--- config.mk ---
export PLATFORM = sky130hd
export DESIGN_NAME = blp_burst_arbiter
export DESIGN_NICKNAME = d
export VERILOG_FILES = /design/src/rtl/blp_arb_pkg.sv /design/src/rtl/blp_rank_tracker.sv /design/src/rtl/blp_arb_control.sv /design/src/rtl/blp_arb_datapath.sv /design/src/rtl/blp_burst_arbiter.sv
export SDC_FILE = /design/constraint.sdc
export NUM_CORES = 1
export LEC_CHECK = 0
export ABC_CLOCK_PERIOD_IN_PS = 3300
export CAP_MARGIN = 10
export CORE_ASPECT_RATIO = 1.75
export CORE_MARGIN = 1
export CORE_UTILIZATION = 55
export CTS_CLUSTER_SIZE = 10
export DETAILED_ROUTE_END_ITERATION = 10
export DONT_BUFFER_PORTS = 1
export PLACE_DENSITY = 0.81
export SLEW_MARGIN = 5
export SYNTH_ARGS = -nofsm -noshare
export SYNTH_HDL_FRONTEND = slang
export SYNTH_SLANG_ARGS = --single-unit
--- constraint.sdc ---
create_clock -name clk -period 3.3 [get_ports clk]
set_input_delay 0 -clock clk [delete_from_list [all_inputs] [get_ports clk]]
set_output_delay 0 -clock clk [all_outputs]
set_load 0.02 [all_outputs]
--- src/rtl/blp_arb_pkg.sv ---
package blp_arb_pkg;

  // Strobes from the selection control to the datapath registers.
  typedef struct packed {
    logic anyValid;   // at least one core has a pending request
    logic accept;     // the presented request is taken this cycle
    logic switchNow;  // selection moves to the best-ranked pending core
  } arb_strobe_t;

endpackage

--- src/rtl/blp_rank_tracker.sv ---
module blp_rank_tracker #(
  parameter int NUM_CORES = 4,
  parameter int CORE_W    = $clog2(NUM_CORES),
  parameter int MISS_W    = 16,
  parameter int INTERVAL  = 100000
) (
  input  logic                             clk,
  input  logic                             rstN,
  input  logic [NUM_CORES-1:0]             missEvent,
  output logic [NUM_CORES-1:0][CORE_W-1:0] rankPos
);

  localparam int TMR_W = (INTERVAL > 1) ? $clog2(INTERVAL) : 1;
  localparam logic [TMR_W-1:0] TMR_LAST = TMR_W'(INTERVAL - 1);
  localparam logic [MISS_W-1:0] MISS_MAX = '1;

  logic [TMR_W-1:0]  intervalTmr;
  logic              rankTick;
  logic [MISS_W-1:0] missCnt [NUM_CORES];
  logic [NUM_CORES-1:0][CORE_W-1:0] nextRank;

  assign rankTick = (intervalTmr == TMR_LAST);

  always_ff @(posedge clk) begin
    if (!rstN)        intervalTmr <= '0;
    else if (rankTick) intervalTmr <= '0;
    else              intervalTmr <= intervalTmr + TMR_W'(1);
  end

  // Saturating per-core miss tallies, restarted at each boundary.
  for (genvar gi = 0; gi < NUM_CORES; gi++) begin : g_miss
    always_ff @(posedge clk) begin
      if (!rstN)
        missCnt[gi] <= '0;
      else if (rankTick)
        missCnt[gi] <= MISS_W'(missEvent[gi]);
      else if (missEvent[gi] && (missCnt[gi] != MISS_MAX))
        missCnt[gi] <= missCnt[gi] + MISS_W'(1);
    end
  end

  // Position = number of cores that rank ahead (fewer misses, or equal and lower index).
  always_comb begin
    for (int i = 0; i < NUM_CORES; i++) begin
      nextRank[i] = '0;
      for (int j = 0; j < NUM_CORES; j++) begin
        if ((missCnt[j] < missCnt[i]) || ((missCnt[j] == missCnt[i]) && (j < i)))
          nextRank[i] = nextRank[i] + CORE_W'(1);
      end
    end
  end

  always_ff @(posedge clk) begin
    if (!rstN) begin
      for (int i = 0; i < NUM_CORES; i++) rankPos[i] <= CORE_W'(i);
    end else if (rankTick) begin
      rankPos <= nextRank;
    end
  end

  // Every position from 0 to NUM_CORES-1 is held by exactly one core.
  logic [NUM_CORES-1:0] posHit;
  always_comb begin
    posHit = '0;
    for (int p = 0; p < NUM_CORES; p++)
      for (int i = 0; i < NUM_CORES; i++)
        if (rankPos[i] == CORE_W'(p)) posHit[p] = 1'b1;
  end

  assert_rank_perm_R5: assert property (@(posedge clk) disable iff (!rstN)
    &posHit);

  assert_rank_hold_R6: assert property (@(posedge clk) disable iff (!rstN)
    !rankTick |=> $stable(rankPos));

  for (genvar gi = 0; gi < NUM_CORES; gi++) begin : g_chk
    assert_tally_restart_R6: assert property (@(posedge clk) disable iff (!rstN)
      rankTick |=> (missCnt[gi] <= MISS_W'(1)));
  end

endmodule

--- src/rtl/blp_arb_control.sv ---
module blp_arb_control
  import blp_arb_pkg::*;
#(
  parameter int NUM_CORES  = 4,
  parameter int CORE_W     = $clog2(NUM_CORES),
  parameter int SEND_LIMIT = 10,
  parameter int CNT_W      = $clog2(SEND_LIMIT + 1)
) (
  input  logic                             clk,
  input  logic                             rstN,
  input  logic [NUM_CORES-1:0]             reqValid,
  input  logic [NUM_CORES-1:0][CORE_W-1:0] rankPos,
  input  logic [CORE_W-1:0]                selCore,
  input  logic [CNT_W-1:0]                 burstCnt,
  input  logic                             outReady,
  output logic [CORE_W-1:0]                grantCore,
  output arb_strobe_t                      strobe
);

  localparam logic [CNT_W-1:0] LIMIT = CNT_W'(SEND_LIMIT);

  logic              bestFound;
  logic [CORE_W-1:0] bestIdx;
  logic [CORE_W-1:0] bestPos;
  logic              selPending;
  logic              limitHit;

  // Highest-ranked (smallest position) pending core.
  always_comb begin
    bestFound = 1'b0;
    bestIdx   = '0;
    bestPos   = '1;
    for (int i = 0; i < NUM_CORES; i++) begin
      if (reqValid[i] && (!bestFound || (rankPos[i] < bestPos))) begin
        bestFound = 1'b1;
        bestIdx   = CORE_W'(i);
        bestPos   = rankPos[i];
      end
    end
  end

  assign selPending = reqValid[selCore];
  assign limitHit   = (burstCnt >= LIMIT);

  always_comb begin
    strobe.anyValid  = bestFound;
    strobe.switchNow = bestFound && (!selPending || limitHit);
    strobe.accept    = bestFound && outReady;
    grantCore        = strobe.switchNow ? bestIdx : selCore;
  end

  assert_grant_pending_R1: assert property (@(posedge clk) disable iff (!rstN)
    strobe.anyValid |-> reqValid[grantCore]);

  assert_stick_R2: assert property (@(posedge clk) disable iff (!rstN)
    (selPending && !limitHit) |-> (grantCore == selCore));

endmodule

--- src/rtl/blp_arb_datapath.sv ---
module blp_arb_datapath
  import blp_arb_pkg::*;
#(
  parameter int NUM_CORES  = 4,
  parameter int CORE_W     = $clog2(NUM_CORES),
  parameter int DATA_W     = 64,
  parameter int SEND_LIMIT = 10,
  parameter int CNT_W      = $clog2(SEND_LIMIT + 1)
) (
  input  logic                          clk,
  input  logic                          rstN,
  input  logic [NUM_CORES*DATA_W-1:0]   reqData,
  input  logic [CORE_W-1:0]             grantCore,
  input  arb_strobe_t                   strobe,
  output logic [CORE_W-1:0]             selCore,
  output logic [CNT_W-1:0]              burstCnt,
  output logic                          outValid,
  output logic [DATA_W-1:0]             outData,
  output logic [NUM_CORES-1:0]          reqPop
);

  localparam logic [CNT_W-1:0] LIMIT = CNT_W'(SEND_LIMIT);

  always_ff @(posedge clk) begin
    if (!rstN) begin
      selCore  <= '0;
      burstCnt <= '0;
    end else if (strobe.anyValid) begin
      selCore <= grantCore;
      if (strobe.switchNow)
        burstCnt <= strobe.accept ? CNT_W'(1) : '0;
      else if (strobe.accept)
        burstCnt <= burstCnt + CNT_W'(1);
    end
  end

  assign outValid = strobe.anyValid;
  assign outData  = reqData[int'(grantCore)*DATA_W +: DATA_W];

  for (genvar gi = 0; gi < NUM_CORES; gi++) begin : g_pop
    assign reqPop[gi] = strobe.accept && (grantCore == CORE_W'(gi));
  end

  assert_burst_cap_R3: assert property (@(posedge clk) disable iff (!rstN)
    burstCnt <= LIMIT);

  assert_pop_onehot_R1: assert property (@(posedge clk) disable iff (!rstN)
    $onehot0(reqPop));

  assert_count_only_on_accept_R7: assert property (@(posedge clk) disable iff (!rstN)
    !strobe.accept |=> ((burstCnt == '0) || (burstCnt == $past(burstCnt))));

  assert_reset_state_R8: assert property (@(posedge clk)
    $past(!rstN) && rstN |-> ((selCore == '0) && (burstCnt == '0)));

endmodule

--- src/rtl/blp_burst_arbiter.sv ---
module blp_burst_arbiter
  import blp_arb_pkg::*;
#(
  parameter int NUM_CORES  = 4,
  parameter int CORE_W     = $clog2(NUM_CORES),
  parameter int DATA_W     = 64,
  parameter int MISS_W     = 16,
  parameter int INTERVAL   = 100000,
  parameter int SEND_LIMIT = 10
) (
  input  logic                        clk,
  input  logic                        rstN,
  input  logic [NUM_CORES-1:0]        reqValid,
  input  logic [NUM_CORES*DATA_W-1:0] reqData,
  input  logic [NUM_CORES-1:0]        missEvent,
  input  logic                        outReady,
  output logic                        outValid,
  output logic [DATA_W-1:0]           outData,
  output logic [CORE_W-1:0]           outCore,
  output logic [NUM_CORES-1:0]        reqPop
);

  localparam int CNT_W = $clog2(SEND_LIMIT + 1);

  logic [NUM_CORES-1:0][CORE_W-1:0] rankPos;
  logic [CORE_W-1:0]                selCore;
  logic [CNT_W-1:0]                 burstCnt;
  logic [CORE_W-1:0]                grantCore;
  arb_strobe_t                      strobe;

  blp_rank_tracker #(
    .NUM_CORES(NUM_CORES), .CORE_W(CORE_W), .MISS_W(MISS_W), .INTERVAL(INTERVAL)
  ) u_rank (
    .clk(clk), .rstN(rstN), .missEvent(missEvent), .rankPos(rankPos)
  );

  blp_arb_control #(
    .NUM_CORES(NUM_CORES), .CORE_W(CORE_W), .SEND_LIMIT(SEND_LIMIT), .CNT_W(CNT_W)
  ) u_ctl (
    .clk(clk), .rstN(rstN), .reqValid(reqValid), .rankPos(rankPos),
    .selCore(selCore), .burstCnt(burstCnt), .outReady(outReady),
    .grantCore(grantCore), .strobe(strobe)
  );

  blp_arb_datapath #(
    .NUM_CORES(NUM_CORES), .CORE_W(CORE_W), .DATA_W(DATA_W),
    .SEND_LIMIT(SEND_LIMIT), .CNT_W(CNT_W)
  ) u_dp (
    .clk(clk), .rstN(rstN), .reqData(reqData), .grantCore(grantCore),
    .strobe(strobe), .selCore(selCore), .burstCnt(burstCnt),
    .outValid(outValid), .outData(outData), .reqPop(reqPop)
  );

  assign outCore = grantCore;

  assert_pop_needs_ready_R7: assert property (@(posedge clk) disable iff (!rstN)
    (|reqPop) |-> (outValid && outReady));

endmodule

=== Word-level counts from Yosys, hierarchy flattened ===
Memories as Yosys holds them, arrays and structs flattened.
Cells that the tools add are included.

* Register bits after elaboration: 31
* Bits in latches: 0
* RAM bits: 64
* ROM bits: 0
* Bits of input ports: 267
* Output and inout port bits: 71
* Word-level logic and storage cells: 162
* Memories: 1

* Add/sub/neg operators: 18
* $mul: 0
* Div/mod/pow operators: 0
* Magnitude comparators: 21
* Eq/ne operators: 14
* Shifts and indexed selects: 1
* Muxes and demuxes: 60
* Bitwise logic cells: 9
* Reduce and logical (&&, ||, !) cells: 31

{| class="wikitable"
|+ Memories
! name !! words !! bits a word !! read ports !! clocked after Yosys merged registers in !! write ports !! line !! source
|-
| u_rank.missCnt || 4 || 16 || 4 || 0 || 4 || blp_rank_tracker.sv:19 || <nowiki>logic [MISS_W-1:0] missCnt [NUM_CORES];</nowiki>
|}

{| class="wikitable"
|+ Operator list
! kind !! count
|-
| $lt 16x16->1 || 16
|-
| $shiftx 256x9->64 || 1
|-
| $mux 16 || 8
|-
| $eq 16x16->1 || 6
|-
| $add 16x1->16 const B || 4
|-
| $ne 16x16->1 const B || 4
|-
| $mux 2 || 18
|-
| $mux 1 || 31
|-
| $add 17x1->17 const B || 1
|-
| $eq 17x17->1 const B || 1
|-
| $add 2x1->2 const B || 8
|-
| $logic_and 1x1->1 || 13
|-
| $logic_or 1x1->1 || 10
|-
| $add 1x1->2 const B || 4
|-
| $mux 4 || 2
|-
| $or 1x1->1 || 8
|-
| $lt 2x2->1 || 3
|-
| $add 4x1->4 const B || 1
|-
| $eq 2x2->1 const B || 2
|-
| $ge 4x4->1 const B || 1
|-
| $logic_not 1->1 || 4
|-
| $lt 2x3->1 const B || 1
|-
| $bmux 1 s2 || 1
|-
| $eq 2x1->1 const B || 1
|-
| 5 further kinds || 5
|}

=== Longest topological paths before layout ===
* Depth in word-level cells: 17
* Depth in mapped cells: 15
* Gate-level depth less buffers: 13

=== Cells and area by module ===
From an unflattened synthesis, not the netlist that was laid out.

* Cell total of the unflattened synthesis: 902
* Area, all modules: 9044.9 um^2

{| class="wikitable"
|+ Modules (own cells, without submodules)
! module !! instances !! cells each !! area an instance (um^2)
|-
| blp_rank_tracker || 1 || 744 || 6837.8
|-
| blp_arb_datapath || 1 || 118 || 1893.1
|-
| blp_arb_control || 1 || 40 || 314.1
|}

=== Least setup slack after synthesis ===
OpenSTA, ideal clock, no wires.

* Kind: register to output
* Start point: reg u_rank.rankPos[3] in the netlist's numbering
* End point: out reqPop[1]
* Arrival time: 3.406 ns
* Setup slack: -0.106 ns
* Cell stages (with the launch flop): 15
* Buffers on the path: 1
* Cells stage by stage: dfxtp_1 -> inv_1 -> a22o_1 -> ha_1 -> o22ai_1 -> a22oi_1 -> mux2_2 -> ha_1 -> a311oi_1 -> nor2_1 -> nor2_1 -> a31oi_2 -> buf_6 -> o21ai_2 -> nor3b_1

* Longest elaborated chain between the ends: 16
* Elaborated cells on any way between the ends: 24
* Those cells by class: 3 x order compare; 1 x eq/ne; 9 x mux; 11 x reduce/logical

{| class="wikitable"
|+ Ends and longest elaborated chain
! element !! line !! source
|-
| from (decl) || blp_rank_tracker.sv:10 || <nowiki>output logic [NUM_CORES-1:0][CORE_W-1:0] rankPos</nowiki>
|-
| from (signal assigned) || blp_rank_tracker.sv:57 || <nowiki>rankPos <= nextRank;</nowiki>
|-
| $lt 2x2->1 || blp_arb_control.sv:34 || <nowiki>if (reqValid[i] && (!bestFound || (rankPos[i] < bestPos))) begin</nowiki>
|-
| $logic_or 1x1->1 || blp_arb_control.sv:34 ||
|-
| $logic_and 1x1->1 || blp_arb_control.sv:34 ||
|-
| $mux 2 / $mux 1 (equally long branches) || blp_arb_control.sv:34 ||
|-
| $lt 2x2->1 / $logic_not 1->1 (equally long branches) || blp_arb_control.sv:34 ||
|-
| $logic_or 1x1->1 || blp_arb_control.sv:34 ||
|-
| $logic_and 1x1->1 || blp_arb_control.sv:34 ||
|-
| $mux 2 / $mux 1 (equally long branches) || blp_arb_control.sv:34 ||
|-
| $lt 2x2->1 / $logic_not 1->1 (equally long branches) || blp_arb_control.sv:34 ||
|-
| $logic_or 1x1->1 || blp_arb_control.sv:34 ||
|-
| $logic_and 1x1->1 || blp_arb_control.sv:34 ||
|-
| $mux 1 || blp_arb_control.sv:34 ||
|-
| $logic_and 1x1->1 || blp_arb_control.sv:47 || <nowiki>strobe.switchNow = bestFound && (!selPending || limitHit);</nowiki>
|-
| $mux 2 * || blp_arb_control.sv:49 || <nowiki>grantCore = strobe.switchNow ? bestIdx : selCore;</nowiki>
|-
| net outCore[0] || blp_burst_arbiter.sv:19 || <nowiki>output logic [CORE_W-1:0] outCore,</nowiki>
|-
| $eq 2x1->1 * || blp_arb_datapath.sv:41 || <nowiki>assign reqPop[gi] = strobe.accept && (grantCore == CORE_W'(gi));</nowiki>
|-
| $logic_and 1x1->1 * || blp_arb_datapath.sv:41 ||
|-
| to (decl) || blp_burst_arbiter.sv:20 || <nowiki>output logic [NUM_CORES-1:0] reqPop</nowiki>
|}

The timed path passes the listed nets; every way through them passes the cells marked *.

=== Worst setup path after layout ===
* Start point: reg u_rank.rankPos[1] in the netlist's numbering
* End point: out outData[62]

* Longest elaborated chain between the ends: 16
* Elaborated cells on any way between the ends: 23
* Those cells by class: 3 x order compare; 1 x shift; 10 x mux; 9 x reduce/logical

{| class="wikitable"
|+ Ends and longest elaborated chain
! element !! line !! source
|-
| $mux 2 * || blp_arb_control.sv:34 ||
|-
| $lt 2x2->1 || blp_arb_control.sv:34 ||
|-
| $logic_or 1x1->1 || blp_arb_control.sv:34 ||
|-
| $logic_and 1x1->1 || blp_arb_control.sv:34 ||
|-
| $mux 2 / $mux 1 (equally long branches) || blp_arb_control.sv:34 ||
|-
| $lt 2x2->1 / $logic_not 1->1 (equally long branches) || blp_arb_control.sv:34 ||
|-
| $logic_or 1x1->1 || blp_arb_control.sv:34 ||
|-
| $logic_and 1x1->1 || blp_arb_control.sv:34 ||
|-
| $mux 2 / $mux 1 (equally long branches) || blp_arb_control.sv:34 ||
|-
| $lt 2x2->1 / $logic_not 1->1 (equally long branches) || blp_arb_control.sv:34 ||
|-
| $logic_or 1x1->1 || blp_arb_control.sv:34 ||
|-
| $logic_and 1x1->1 || blp_arb_control.sv:34 ||
|-
| $mux 1 || blp_arb_control.sv:34 ||
|-
| $logic_and 1x1->1 || blp_arb_control.sv:47 ||
|-
| $mux 2 * || blp_arb_control.sv:49 ||
|-
| $shiftx 256x9->64 * || blp_arb_datapath.sv:38 || <nowiki>assign outData = reqData[int'(grantCore)*DATA_W +: DATA_W];</nowiki>
|-
| to (decl) || blp_burst_arbiter.sv:18 || <nowiki>output logic [DATA_W-1:0] outData,</nowiki>
|}

Every way passes the cells marked *; elsewhere a longest branch is shown, timed or not.

==> impl_results.md <==
* Status: finished with violations
* Failing checks: negative setup slack
* Synth Flop Type: edfxtp_1
* CTS max path bufs at 2
* Slowest stage cell, crit path: dfxtp_2
* CTS tree: yes
* Clock Skews at 0.0105 ns
* Via count at 10518
* Global route overflow at 0
* Share of cells above drive strength 1 at 22.2%
* Reg area at 0.00255 mm2
* Area delta synth->final at 18.3%
* Final std cells w/o fill at roughly 1500
* Seq cells post-synth at 95
* Vias per cell at roughly 7
* Post-Syn Nets at between 1500 and 2000
* TritonCTS Buffers at 9
* Post-synth EDFFs at 64
* Initial Util at around 56%
* Placed wire-length estimate at 31.3 mm
* Post-route DRC at 0
* Netlist Area Pre-Place at between 0.01 and 0.015 mm2
* Post-synth ARST share at 0%
* Data required time at the worst endpoint at about 3.3 ns
* Nets at ~1700
* Switching Fraction at between 30% and 40%
* Setup crit start kind: flop
* Post-synth top area share at ~17%
* Combinational Power Share at between 50% and 60%
* Number of port buffers at 0
* Fin. Hold Viols at 0
* Synth Instances at about 1200
* Synth area leader: edfxtp_1
* Max Fanout on Critical Path at 8
* Post-route core utilization at 66.7%
* First-pass GRT wire length at between 50 and 60 mm
* Number of antenna violations at the first check in global routing at 3
* Vias in the first global route at approximately 10000
* Setup Viol. Count Final at 70
* Drt total wl at 40.5 mm
* Final setup TNS at -19.98 ns
* Multi-input logic area at slightly above 0.008 mm2
* Mean post-synth cell area at 9.57 um2
* Leakage at 5.73 nW
* Total iterations of the first detailed-routing run at 5
* Iteration-0 DRC count of the detailed router at between 800 and 900
* CORE AREA at slightly below 0.02 mm2
* Max-slew violation count at 0
* Max IR drop VDD at around 300 uV
* Place WS at -0.0856 ns
* Setup WS post-layout at -0.375 ns
* Die width at about 110 um
* GP Congestion at 1.00
* Die area at 0.0209 mm2
* Flop pwr share at ~28%
* # IOs at 338
* Die height at between 150 and 200 um
* Slew @ Worst Pin at 0.916 ns
* Min-delay worst type: input pin to flop
* Min Tclk post-route at roughly 3.7 ns
* Yosys warnings at 0
* P_sw at just under 2 mW
* Worst-Skew Late Latency at about 0.35 ns
* Commonest cells in the netlist: mux2i_1, ha_1, nand2_1
* Tot GR Track Use at a little under two fifths
* Clk slew on worst S/H paths at 0.07 ns
* Internal power at 3.27 mW
* FP Rows at 68
* Clock sinks at 95
* Max Cap Viol at 0
* Placed Cells at 1483
* Wire per inst at approximately 26 um
* FILL cells at approximately 1500
* WP data arrival at 3.68 ns
* Routed Antenna Nets at 0
* Worst Setup End Kind: output port
* Register area share after synthesis at between 20% and 30%
* CTS HTree Levels at 3
* Max Clk Rate at 272 MHz
* Slew HR at 39.0%
* Main area contributors after synthesis: edfxtp_1, mux4_2, ha_1
* Clock power share at roughly a fifth
* Final worst path period share at 111%
* Setup CP Type: flop to output port
* Most frequent cell after synthesis: mux2i_1
* CP Cell Sequence: inv_2 -> a22o_1 -> ha_1 -> o22ai_2 -> a22oi_2 -> mux2_4 -> ha_4 -> a311oi_2 -> nor2_1 -> nor2_2 -> a31oi_4 -> buf_6 -> buf_12 -> buf_8 -> mux2i_1 -> o221ai_1 -> buf_4
* RSZ-0062 raised after global routing: true
* Largest net degree at the start of global routing at between 60 and 70
* Netlist cell types at 65
* CP max stage delay at roughly 0.34 ns
* Power Density at a little under 400 mW/mm2
* CTS root buffer: clkbuf_16
[state kept, by name, indices dropped and copies added (netlist names)]
| register | flops |
|---|---|
| u_rank.missCnt | 64 |
| u_dp.selCore | 2 |
| u_rank.intervalTmr | 17 |
| u_rank.rankPos | 8 |
| u_dp.burstCnt | 4 |
[cell usage in the layout, fill, tap and decap left out, types with 5 or more instances in the layout]
master	synthesis	final
a21o_1	27	26
a21oi_1	24	24
a31o_2	6	6
a31oi_1	5	5
and2_1	7	7
and3_1	14	13
and4_1	5	5
buf_12	0	14
buf_4	4	111
buf_6	13	10
buf_8	0	9
clkbuf_16	0	13
dfxtp_1	31	27
dlygate4sd3_1	0	5
edfxtp_1	64	64
ha_1	113	112
inv_1	70	69
mux2i_1	128	118
mux2i_2	0	9
mux4_2	65	65
nand2_1	113	113
nand3_1	40	40
nand4_1	28	28
nor2_1	111	108
nor2b_1	11	11
nor3_1	15	15
o21a_1	10	10
o21ai_0	21	20
o221ai_1	65	59
o221ai_2	0	6
xnor2_1	50	50
xor2_1	27	27
[through the flow]
stage	hold WS, ns	area [um2]	power, mW
after floorplan	0.187	11200	3.15
after global placement	0.0927	12300	3.88
after detailed placement	0.101	12300	3.94
after CTS	0.0253	13000	5.14
after global routing	0.0431	13200	5.50
final	0.0279	13200	5.24
[worst paths after layout]
| kind | start | end | slack [ns] | cells past startpoint |
|---|---|---|---|---|
| worst max-delay path | u_rank.rankPos[1] | outData[62] | -0.38 | 17 |
| worst min-delay path | rstN | u_rank.intervalTmr[0] | 0.03 | 3 |
| worst max register to register | u_rank.rankPos[1] | u_dp.selCore[0] | 0.19 | 16 |
| worst min register to register | u_rank.intervalTmr[0] | u_rank.intervalTmr[0] | 0.50 | 1 |
[layout make-up]
class                      instances  share of cell area (%)
multi-input combinational        944                    62.1
sequential                        95                    19.3
timing repair buffer             155                    11.9
tap                              245                    2.32
inverter                          71                    2.02
clock buffer                      11                    1.84
clock inverter                     5                   0.473
antenna                            4                  0.0757
[cell families (layout without fill, tap and decap cells)]
logic type      after synthesis  in the layout  synth area share (%)
other cells                   0              4                     0
simple gates                368            368                  15.4
compound gates              191            191                  13.0
mux                         194            194                  24.7
fa+ha+maj                   114            114                  12.7
buf+inv                     128            242                  5.43
xor+xnor                     77             77                  6.04
flops                        95             95                  22.8
[metal layers]
metal / vias to the layer above / track usage [%] / wire [um]
met2: 585 / 62.0 / 19100
met4: 6 / 22.3 / 2610
li1: 4684 / - / -
met5: - / 0.510 / 46
met3: 158 / 21.0 / 5860
met1: 5085 / 36.1 / 12900
[repair_timing]
action / in CTS / in global routing
setup endpoints to repair: 70 / 70
gates resized for setup: 43 / 35
endpoints found under the hold margin: 23 / 0
pin swaps: 16 / 46
hold buffers: 5 / 0
cloned: 3 / 4
buffers inserted: 10 / 6
[power groups by stage]
stage / Combinational [mW] / Clock [mW] / Sequential [mW]
after floorplan: 1.72 / 0 / 1.43
after global placement: 2.42 / 0 / 1.47
after detailed placement: 2.47 / 0 / 1.47
after CTS: 2.60 / 1.09 / 1.44
after global routing: 2.91 / 1.14 / 1.45
final: 2.71 / 1.09 / 1.45
[worst max-delay path, delay by kind of cell, from the launching register on]
family / cells / cell delay [ns]
AO/OA/AOI/OAI: 6 / 1.16
adder cells (fa/ha/maj): 2 / 0.45
buffers and inverters: 5 / 0.68
flip-flops: 1 / 0.34
multiplexers: 2 / 0.44
AND/OR/NAND/NOR: 2 / 0.24
Power figures use the tool's default switching activity.
